--- src/rtl/pmp_chk_pkg.sv ---
package pmp_chk_pkg;
  localparam int CFG_BIT_R    = 0;
  localparam int CFG_BIT_W    = 1;
  localparam int CFG_MODE_LSB = 3;

  typedef enum logic [1:0] {
    MODE_OFF   = 2'd0,
    MODE_TOR   = 2'd1,
    MODE_NA4   = 2'd2,
    MODE_NAPOT = 2'd3
  } match_mode_e;

  typedef enum logic {
    ST_IDLE = 1'b0,
    ST_SCAN = 1'b1
  } scan_state_e;
endpackage

--- src/rtl/pmp_bank_sel.sv ---
module pmp_bank_sel #(
  parameter int NUM_ENTRIES = 8,
  parameter int AW          = 32,
  parameter int STATIC_CNT  = 1,
  localparam int IW = (NUM_ENTRIES > 1) ? $clog2(NUM_ENTRIES) : 1
) (
  input  logic [NUM_ENTRIES*8-1:0]  hw_cfg,
  input  logic [NUM_ENTRIES*AW-1:0] hw_addr,
  input  logic [NUM_ENTRIES*8-1:0]  sh_cfg,
  input  logic [NUM_ENTRIES*AW-1:0] sh_addr,
  input  logic [IW-1:0]             idx,
  output logic [7:0]                cur_cfg,
  output logic [AW-1:0]             cur_addr,
  output logic [AW-1:0]             prev_addr
);
  logic [7:0]    sel_cfg  [NUM_ENTRIES];
  logic [AW-1:0] sel_addr [NUM_ENTRIES];

  for (genvar g = 0; g < NUM_ENTRIES; g++) begin : g_slot
    if (g < STATIC_CNT) begin : g_hw
      logic unused_sh;
      assign unused_sh   = ^{sh_cfg[8*g +: 8], sh_addr[AW*g +: AW]};
      assign sel_cfg[g]  = hw_cfg[8*g +: 8];
      assign sel_addr[g] = hw_addr[AW*g +: AW];
    end else begin : g_sh
      logic unused_hw;
      assign unused_hw   = ^{hw_cfg[8*g +: 8], hw_addr[AW*g +: AW]};
      assign sel_cfg[g]  = sh_cfg[8*g +: 8];
      assign sel_addr[g] = sh_addr[AW*g +: AW];
    end
  end

  always_comb begin
    cur_cfg   = sel_cfg[idx];
    cur_addr  = sel_addr[idx];
    prev_addr = (idx == '0) ? '0 : sel_addr[idx - IW'(1)];
  end
endmodule

--- src/rtl/pmp_region_decode.sv ---
module pmp_region_decode
  import pmp_chk_pkg::*;
#(
  parameter int AW = 32,
  localparam int XW = AW + 3
) (
  input  logic [1:0]    mode,
  input  logic [AW-1:0] addr,
  input  logic [AW-1:0] prev_addr,
  output logic          region_ok,
  output logic [XW-1:0] region_lo,
  output logic [XW-1:0] region_hi
);
  logic [AW:0]   napot_mask;
  logic [XW-1:0] addr_x;
  logic [XW-1:0] prev_x;

  // Prefix AND of the register bits: mask bit j is set while bits below j are all ones.
  always_comb begin
    logic run;
    run = 1'b1;
    for (int j = 0; j < AW; j++) begin
      napot_mask[j] = run;
      run = run & addr[j];
    end
    napot_mask[AW] = run;
  end

  assign addr_x = {3'b000, addr} << 2;
  assign prev_x = {3'b000, prev_addr} << 2;

  always_comb begin
    region_ok = 1'b0;
    region_lo = '0;
    region_hi = '0;
    case (match_mode_e'(mode))
      MODE_NA4: begin
        region_ok = 1'b1;
        region_lo = addr_x;
        region_hi = addr_x + XW'(3);
      end
      MODE_NAPOT: begin
        region_ok = 1'b1;
        region_lo = {2'b00, ({1'b0, addr} & ~napot_mask)} << 2;
        region_hi = ({2'b00, ({1'b0, addr} | napot_mask)} << 2) | XW'(3);
      end
      MODE_TOR: begin
        region_lo = prev_x;
        region_hi = addr_x - XW'(1);
        region_ok = (addr != '0) && (addr_x - XW'(1) >= prev_x);
      end
      default: region_ok = 1'b0;
    endcase
  end
endmodule

--- src/rtl/pmp_buf_check.sv ---
module pmp_buf_check
  import pmp_chk_pkg::*;
#(
  parameter int NUM_ENTRIES = 8,
  parameter int AW          = 32,
  parameter int STATIC_CNT  = 1
) (
  input  logic                      clk,
  input  logic                      rst,
  input  logic                      req_valid,
  output logic                      req_ready,
  input  logic [AW-1:0]             req_start,
  input  logic [AW-1:0]             req_len,
  input  logic                      req_write,
  input  logic [NUM_ENTRIES*8-1:0]  hw_cfg,
  input  logic [NUM_ENTRIES*AW-1:0] hw_addr,
  input  logic [NUM_ENTRIES*8-1:0]  sh_cfg,
  input  logic [NUM_ENTRIES*AW-1:0] sh_addr,
  output logic                      rsp_done,
  output logic                      rsp_grant
);
  localparam int IW = (NUM_ENTRIES > 1) ? $clog2(NUM_ENTRIES) : 1;
  localparam int XW = AW + 3;
  localparam logic [IW-1:0] LAST_IDX = IW'(NUM_ENTRIES - 1);

  scan_state_e   state_q;
  logic [IW-1:0] idx_q;
  logic [AW-1:0] start_q;
  logic [AW-1:0] len_q;
  logic          wr_q;

  logic [7:0]    cur_cfg;
  logic [AW-1:0] cur_addr;
  logic [AW-1:0] prev_addr;
  logic          region_ok;
  logic [XW-1:0] region_lo;
  logic [XW-1:0] region_hi;

  pmp_bank_sel #(
    .NUM_ENTRIES(NUM_ENTRIES), .AW(AW), .STATIC_CNT(STATIC_CNT)
  ) u_sel (
    .hw_cfg(hw_cfg), .hw_addr(hw_addr), .sh_cfg(sh_cfg), .sh_addr(sh_addr),
    .idx(idx_q), .cur_cfg(cur_cfg), .cur_addr(cur_addr), .prev_addr(prev_addr)
  );

  pmp_region_decode #(.AW(AW)) u_dec (
    .mode(cur_cfg[CFG_MODE_LSB +: 2]), .addr(cur_addr), .prev_addr(prev_addr),
    .region_ok(region_ok), .region_lo(region_lo), .region_hi(region_hi)
  );

  // Buffer end with carry bit; a carry means the buffer wraps.
  logic [AW:0]   buf_last;
  logic          buf_wraps;
  logic          hit;
  logic          perm_ok;
  logic          unused_cfg;

  assign buf_last  = {1'b0, start_q} + {1'b0, (len_q == '0) ? len_q : len_q - AW'(1)};
  assign buf_wraps = buf_last[AW];
  assign hit       = region_ok && !buf_wraps
                  && ({3'b000, start_q} >= region_lo)
                  && ({2'b00, buf_last} <= region_hi);
  assign perm_ok   = wr_q ? cur_cfg[CFG_BIT_W] : cur_cfg[CFG_BIT_R];
  assign unused_cfg = ^{cur_cfg[7:5], cur_cfg[2]};

  assign req_ready = (state_q == ST_IDLE);

  always_ff @(posedge clk) begin
    if (rst) begin
      state_q   <= ST_IDLE;
      idx_q     <= '0;
      start_q   <= '0;
      len_q     <= '0;
      wr_q      <= 1'b0;
      rsp_done  <= 1'b0;
      rsp_grant <= 1'b0;
    end else begin
      rsp_done  <= 1'b0;
      rsp_grant <= 1'b0;
      case (state_q)
        ST_IDLE: begin
          if (req_valid) begin
            start_q <= req_start;
            len_q   <= req_len;
            wr_q    <= req_write;
            idx_q   <= '0;
            state_q <= ST_SCAN;
          end
        end
        default: begin
          if (hit) begin
            rsp_done  <= 1'b1;
            rsp_grant <= perm_ok;
            state_q   <= ST_IDLE;
          end else if (idx_q == LAST_IDX) begin
            rsp_done  <= 1'b1;
            state_q   <= ST_IDLE;
          end else begin
            idx_q <= idx_q + IW'(1);
          end
        end
      endcase
    end
  end
endmodule

--- config.mk ---
export PLATFORM = sky130hd
export DESIGN_NAME = pmp_buf_check
export DESIGN_NICKNAME = d
export VERILOG_FILES = /design/src/rtl/pmp_chk_pkg.sv /design/src/rtl/pmp_bank_sel.sv /design/src/rtl/pmp_region_decode.sv /design/src/rtl/pmp_buf_check.sv
export SDC_FILE = /design/constraint.sdc
export NUM_CORES = 1
export LEC_CHECK = 0
export BUFFER_PORTS_ARGS = -buffer_cell sky130_fd_sc_hd__buf_2
export CORE_AREA = 5 5 272 274
export DETAILED_ROUTE_END_ITERATION = 6
export DIE_AREA = 0 0 277 279
export PLACE_DENSITY = 0.46
export SLEW_MARGIN = 10
export SYNTH_ARGS = -nofsm -noshare
export SYNTH_HDL_FRONTEND = slang
export SYNTH_SLANG_ARGS = --single-unit
--- constraint.sdc ---
create_clock -name clk -period 7.68 [get_ports clk]
set_input_delay 0 -clock clk [delete_from_list [all_inputs] [get_ports clk]]
set_output_delay 0 -clock clk [all_outputs]
set_load 0.01 [all_outputs]
-- Yosys cells after proc, flatten, opt, wreduce, memory -nomap -nowiden
Index checks and enable logic that the tools add are counted.
- bits in registers: 71
- input port bits: 708
- output and inout bits: 3
- word-level logic and storage cells: 101
- add/sub/neg operators: 6
- magnitude comparators: 5
- equality and inequality tests: 6
- multiplexer cells: 25
- bitwise logic cells: 38
- reductions and logical operators: 14
- operators with widths (operator ; count):
    35-bit one-hot mux with 3 select lines ; 2
    32-bit binary-select mux with 3-bit select ; 2
    32-bit 2-to-1 mux ; 6
    34-bit by 2-bit adder with 35-bit output, second input constant ; 1
    32-bit by 35-bit greater-or-equal comparator with 1-bit output ; 1
    35-bit by 34-bit greater-or-equal comparator with 1-bit output ; 1
    33-bit by 35-bit <= comparator with 1-bit output ; 1
    34-bit by 1-bit subtractor with 35-bit output, second input constant ; 1
    32-bit by 32-bit adder with 33-bit output ; 1
    32-bit by 33-bit AND with 33-bit output ; 1
    33-bit NOT ; 1
    32-bit by 33-bit bitwise OR with 33-bit output ; 1
    32-bit logical NOT ; 1
    32-bit nonzero test ; 1
    32-bit by 1-bit subtractor with 32-bit output, second input constant ; 1
    1-bit AND ; 31
    8-bit binary-select mux with 3-bit select ; 1
    3-bit 2-to-1 mux ; 4
    5-bit 2-to-1 mux ; 2
    4-bit greater-or-equal comparator, second input constant ; 2
    3-bit NOT with 4-bit output ; 2
    1-bit 2-to-1 mux ; 7
    2-bit equality test, second input constant ; 2
    1-bit logical AND ; 4
    14 further kinds ; 17

-- Logic depth before layout (Yosys ltp)
- word-level depth: 43
- depth in mapped cells: 31

-- By module
A second synthesis with hierarchy kept.
- cell total of the unflattened synthesis: 1645
- area total of the unflattened synthesis: 14061.0 µm²
- modules (own cells, without submodules) (module ; times used ; cells an instance ; area an instance (µm²) ; seq. area each (µm²)):
    pmp_buf_check ; 1 ; 871 ; 6476.2 ; 1421.4
    pmp_bank_sel ; 1 ; 266 ; 4475.5 ; 0.0
    pmp_region_decode ; 1 ; 508 ; 3109.2 ; 0.0

-- Worst setup path before layout
No wires, ideal clock.
- kind: register to register
- from: register len_q[13]
- to: register idx_q[0]
- library setup time: 134 ps
- arrival time: 6098 ps
- setup slack: 1448 ps
- stages on the path, launching flop included: 29
- path through: dfxtp_1 -> or4_1 -> nor4_1 -> nor2b_1 -> nand4_1 -> and2_1 -> clkbuf_1 -> nand2_1 -> xnor2_1 -> ha_1 -> a21o_1 -> a211o_1 -> a31oi_1 -> o21ai_0 -> a41oi_1 -> a21oi_1 -> a211oi_1 -> o21bai_1 -> a21oi_1 -> xnor2_1 -> ha_1 -> nand4_1 -> nor4_1 -> o21ai_0 -> a221oi_2 -> o311a_2 -> o41ai_4 -> o21ai_0 -> o31ai_4
- longest elaborated chain between the ends: 9
- elaborated cells between the ends (all ways): 11
- those cells by class: add/sub (2); order compare (1); eq/ne (1); mux (1); reduce/logical (6)
- RTL lines (item ; RTL line ; RTL):
    start, declared ; pmp_buf_check.sv:29 ; logic [AW-1:0] len_q;
    start signal, assigned ; pmp_buf_check.sv:84 ; len_q <= req_len;
    32-bit by 1-bit subtractor with 32-bit output or 32-bit logical NOT (tied branches) ; pmp_buf_check.sv:58 ; assign buf_last = {1'b0, start_q} + {1'b0, (len_q == '0) ? len_q : len_q - AW'(1)};
    32-bit 2-to-1 mux * ; pmp_buf_check.sv:58 ;
    32-bit by 32-bit adder with 33-bit output * ; pmp_buf_check.sv:58 ;
    parallel branches: the longest is 3 deep, another holds 33-bit by 35-bit <= comparator with 1-bit output ; -- ;
    1-bit logical AND * ; pmp_buf_check.sv:62 ; && ({2'b00, buf_last} <= region_hi);
    2-bit inequality test (no source line) * ; -- ;
    3-bit AND reduction (no source line) * ; -- ;
    end signal, assigned ; pmp_buf_check.sv:99 ; idx_q <= idx_q + IW'(1);
    end, declared ; pmp_buf_check.sv:27 ; logic [IW-1:0] idx_q;
Every way passes the cells marked *.
A chain may end at the register's enable or synchronous reset.

-- Worst setup path in the final report
- from: register len_q[13]
- to: register state_q
- longest elaborated chain between the ends: 9
- elaborated cells between the ends (all ways): 11
- those cells by class: add/sub (2); order compare (1); mux (3); reduce/logical (5)
- RTL lines (item ; RTL line ; RTL):
    32-bit by 1-bit subtractor with 32-bit output or 32-bit logical NOT (tied branches) ; pmp_buf_check.sv:58 ;
    32-bit 2-to-1 mux * ; pmp_buf_check.sv:58 ;
    32-bit by 32-bit adder with 33-bit output * ; pmp_buf_check.sv:58 ;
    parallel branches: the longest is 3 deep, another holds 33-bit by 35-bit <= comparator with 1-bit output ; -- ;
    1-bit logical AND * ; pmp_buf_check.sv:62 ;
    1-bit 2-to-1 mux * ; pmp_buf_check.sv:91 ; if (hit) begin
    1-bit 2-to-1 mux * ; pmp_buf_check.sv:80 ; case (state_q)
    end signal, assigned ; pmp_buf_check.sv:87 ; state_q <= ST_SCAN;
    end signal, assigned ; pmp_buf_check.sv:94 ; state_q <= ST_IDLE;
    end signal, assigned ; pmp_buf_check.sv:97 ; state_q <= ST_IDLE;
    end, declared ; pmp_buf_check.sv:26 ; scan_state_e state_q;
Marks and branches as above.

==> metrics.md <==
| Metric | Value |
|---|---|
| Period Utilization, post-route | between 90 and 100% |
| Slew Limit Headroom | 36.3% |
| Fraction of registers with async set or reset after synthesis | 0% |
| Total number of vias | 15200 |
| Count of filler cells inserted in the layout | 7856 |
| GRT Total Usage | 17.2% |
| Final critical delay including setup and external delays | about 7.2 ns |
| Die width | 277 µm |
| Post-Route Setup TNS | 0 ns |
| Clk sinks | between 70 and 80 |
| Worst VDD drop | between 100 and 150 µV |
| Slowest cell on the critical path | or4_1 |
| Worst setup path class | flip-flop to flip-flop |
| Number of antenna violations at the first check in global routing | 28 |
| Worst-path maximum fanout | 7 |
| Nets | 2922 |
| CTS tree | yes |
| Number of global-route vias before repair | 15500 |
| Most instantiated flip-flop cell in the synthesis netlist | dfxtp_1 |
| Biggest area consumer among synthesized cells | mux4_2 |
| Final wirelength | 69.6 mm |
| Number of placed I/O pins | 711 |
| Placed cell areas | 16700 µm² |
| Post-DP HPWL | 59.2 mm |
| Share of cells above drive strength 1 | approximately 30% |
| Register bit count reported by yosys | 71 |
| Class of the most critical hold timing path | input pin to flip-flop |
| Count of cell types in the netlist | 97 |
| Worst endpoint required time | between 7 and 8 ns |
| Post-Synthesis Net Count | 2536 |
| Number of design rule violations left after detail routing | 0 |
| Flip-flop and latch area | around 1400 µm² |
| Worst clock skew on the final layout | about 0.0044 ns |
| Sequential area share after synthesis | 10.3% |
| Slew at the pin closest to its max-slew limit | approximately 0.96 ns |
| Post-synthesis instance area | 13800 µm² |
| Dominant cells by area after synthesis | mux4_2, ha_1, dfxtp_1 |
| Gr ovfl total | 0 |
| Reported max-cap violation count | 0 |
| Number of violations reported at the end of detailed-routing iteration 0 | slightly below 900 |
| Full die area | 77300 µm² |
| Avg Synthesized Cell Area | 8.17 µm² |
| RSZ-0062 raised after global routing | no |
| RePlAce Congestion | 0.921 |
| Multi-input gate area in the final layout | 11800 µm² |
| Crit path top cell by count | o21ai_0 |
| Endpoint kind of the worst setup timing path | flip-flop |
| Count of pins over their slew limit | 0 |
| Signal arrival time at the worst endpoint | 7.44 ns |
| Layout Utilization | 25.0% |
| Die boundary height | between 200 and 300 µm |
| Maximum number of pins on one net before global-route repair | 75 |
| Final instance area | 17800 µm² |
| Floorplan Core Area | 71100 µm² |
| Yosys warning count | 0 |
| Final setup violation count | 0 |
| Row count | 98 |
| Clock buffers created by TritonCTS | 9 |
| First-pass iteration count of the detailed router | 5 |
| EDFF count, synth | 0 |
| Buffer levels on the longest clock path | 2 |
| Biggest cell delay along the critical path | around 0.62 ns |
| Starting density of the core | 19.4% |
| Htree depth | 3 |
| Worst Hold Margin | 0.158 ns |
| Clock insertion delay at the later pin of the skew report | 0.34 ns |
| Critical path launch point type | flip-flop |
| Static leakage | 7.42 nW |
| Average wire per cell in the routed design | 22.8 µm |
| Yosys top cell area share | 19.9% |
| Pwr per Cell Area | 147 nW/µm² |
| Cells after Synth | around 1700 |
| First-pass GRT wire length | 101 mm |
| Run status | finished clean |
| Clk slew on worst S/H paths | 0.06 ns |
| Via density | 4.99 |
| Count of buffers from port buffering | 358 |
| Synthesis-to-layout area growth | 28.4% |
| Upper clock frequency limit | ~140 MHz |
| Hold violation count in the final report | 0 |
| Antenna violation net count after detailed routing | 0 |
| Library cell used as clock root buffer | clkbuf_16 |
| Count of buffers added by post-CTS timing repair for setup | 0 |
worst max-delay path: cells and delay by family, from the launching register on:
family                   cells  cell delay [ns]
AO/OA/AOI/OAI               15             2.99
XOR/XNOR                     2             0.27
adder cells (fa/ha/maj)      2             0.73
buffers and inverters        1             0.16
flip-flops                   1             0.36
AND/OR/NAND/NOR              9             2.57
power by group:
part / switching (mW) / total [mW] / leakage [nW] / internal [mW]
Clock: 0.166 / 0.458 / 0.159 / 0.292
Sequential: 0.0424 / 0.435 / 0.584 / 0.392
Combinational: 0.983 / 1.71 / 6.68 / 0.732
final cells by class:
cell class	instances	area share, %
Multi-Input combinational cell	1485	66.2
Timing Repair Buffer	476	16.3
Sequential cell	71	8.05
Tap cell	950	6.69
Clock buffer	10	1.35
Inverter	35	0.768
Clock inverter	5	0.451
Antenna cell	13	0.183
cell usage after synthesis (all sizes together) (9+ instances only):
cell type,number
a211oi,16
a21o,28
a21oi,162
a2bb2oi,11
a31oi,15
and2,10
buf,45
clkbuf,56
dfxtp,71
ha,135
inv,35
mux2,13
mux2i,48
mux4,128
nand2,376
nand2b,11
nand3,44
nand4,20
nor2,100
nor2b,9
nor3,31
nor4,17
o211ai,10
o21ai,68
or2,9
xnor2,51
xor2,36
metrics by stage:
step / power [mW] / instances / setup slack [ns]
floorplan: 1.56 / 1692 / 1.45
global placement: 2.11 / 2952 / 0.279
detailed placement: 2.13 / 2952 / 0.149
CTS: 2.63 / 3032 / 0.102
global route: 2.82 / 3035 / 0.00124
finish: 2.61 / 3045 / 0.444
state kept, by name (all words and copies together) (netlist names):
signal and count:
state_q 1, start_q 32, idx_q 3, len_q 32, wr_q 1, rsp_grant 1
rsp_done 1
cells by family (layout without fill, tap and decap cells):
group	after synthesis	count (layout)	share of synthesized area (%)
muxes	189	189	26.0
other	0	13	0
AOI/OAI and AO/OA	400	400	18.6
DFF	71	71	10.3
adders and majority gates	136	136	12.4
and+or+nand+nor	673	673	22.1
buffers and inverters	136	526	5.14
xor gates and xnor gates	87	87	5.51
path summary, 6_finish.rpt:
path                            cells past startpoint                     to                    from  slack [ns]
worst min register to register                      2  len_q[8]$_SDFFE_PP0P_   len_q[8]$_SDFFE_PP0P_        0.49
worst max-delay path                               29     state_q$_SDFF_PP0_  len_q[13]$_SDFFE_PP0P_        0.44
worst min-delay path                                5  idx_q[1]$_SDFFE_PP0P_               req_valid        0.16
worst max register to register                     29     state_q$_SDFF_PP0_  len_q[13]$_SDFFE_PP0P_        0.44
layout by cell type (no fill, tap or decap), drive strengths merged, types with 8 or more instances in the layout:
cell | netlist | final
a31oi | 15 | 15
xnor2 | 51 | 51
dfxtp | 71 | 71
and2 | 10 | 10
xor2 | 36 | 36
o211ai | 10 | 10
a2bb2oi | 11 | 11
ha | 135 | 135
clkbuf | 56 | 10
nor3 | 31 | 31
a21o | 28 | 28
nor4 | 17 | 17
a21oi | 162 | 162
or2 | 9 | 9
o21a | 8 | 8
buf | 45 | 411
nand4 | 20 | 20
dlygate4sd3 | 0 | 65
diode | 0 | 13
nand3 | 44 | 44
o21ai | 68 | 68
nor2b | 9 | 9
nand2b | 11 | 11
a211oi | 16 | 16
nor2 | 100 | 100
mux2 | 13 | 13
mux4 | 128 | 128
mux2i | 48 | 48
inv | 35 | 37
nand2 | 376 | 376
per-layer routing:
metal,vias up,part of all wire [%],routed length [µm],track usage (%)
met5,-,0.13,89,0
met4,14,2.0,1410,3.45
met3,93,7.7,5330,4.20
met2,592,45,31600,28.3
met1,7334,45,31200,23.1
li1,7151,-,-,-
what timing repair did:
action,CTS,global route
hold buffers,65,0
endpoints found under the setup margin,0,6
gates resized for setup,0,2
endpoints found under the hold margin,65,0
No activity file was read; power rests on OpenSTA's default activity.
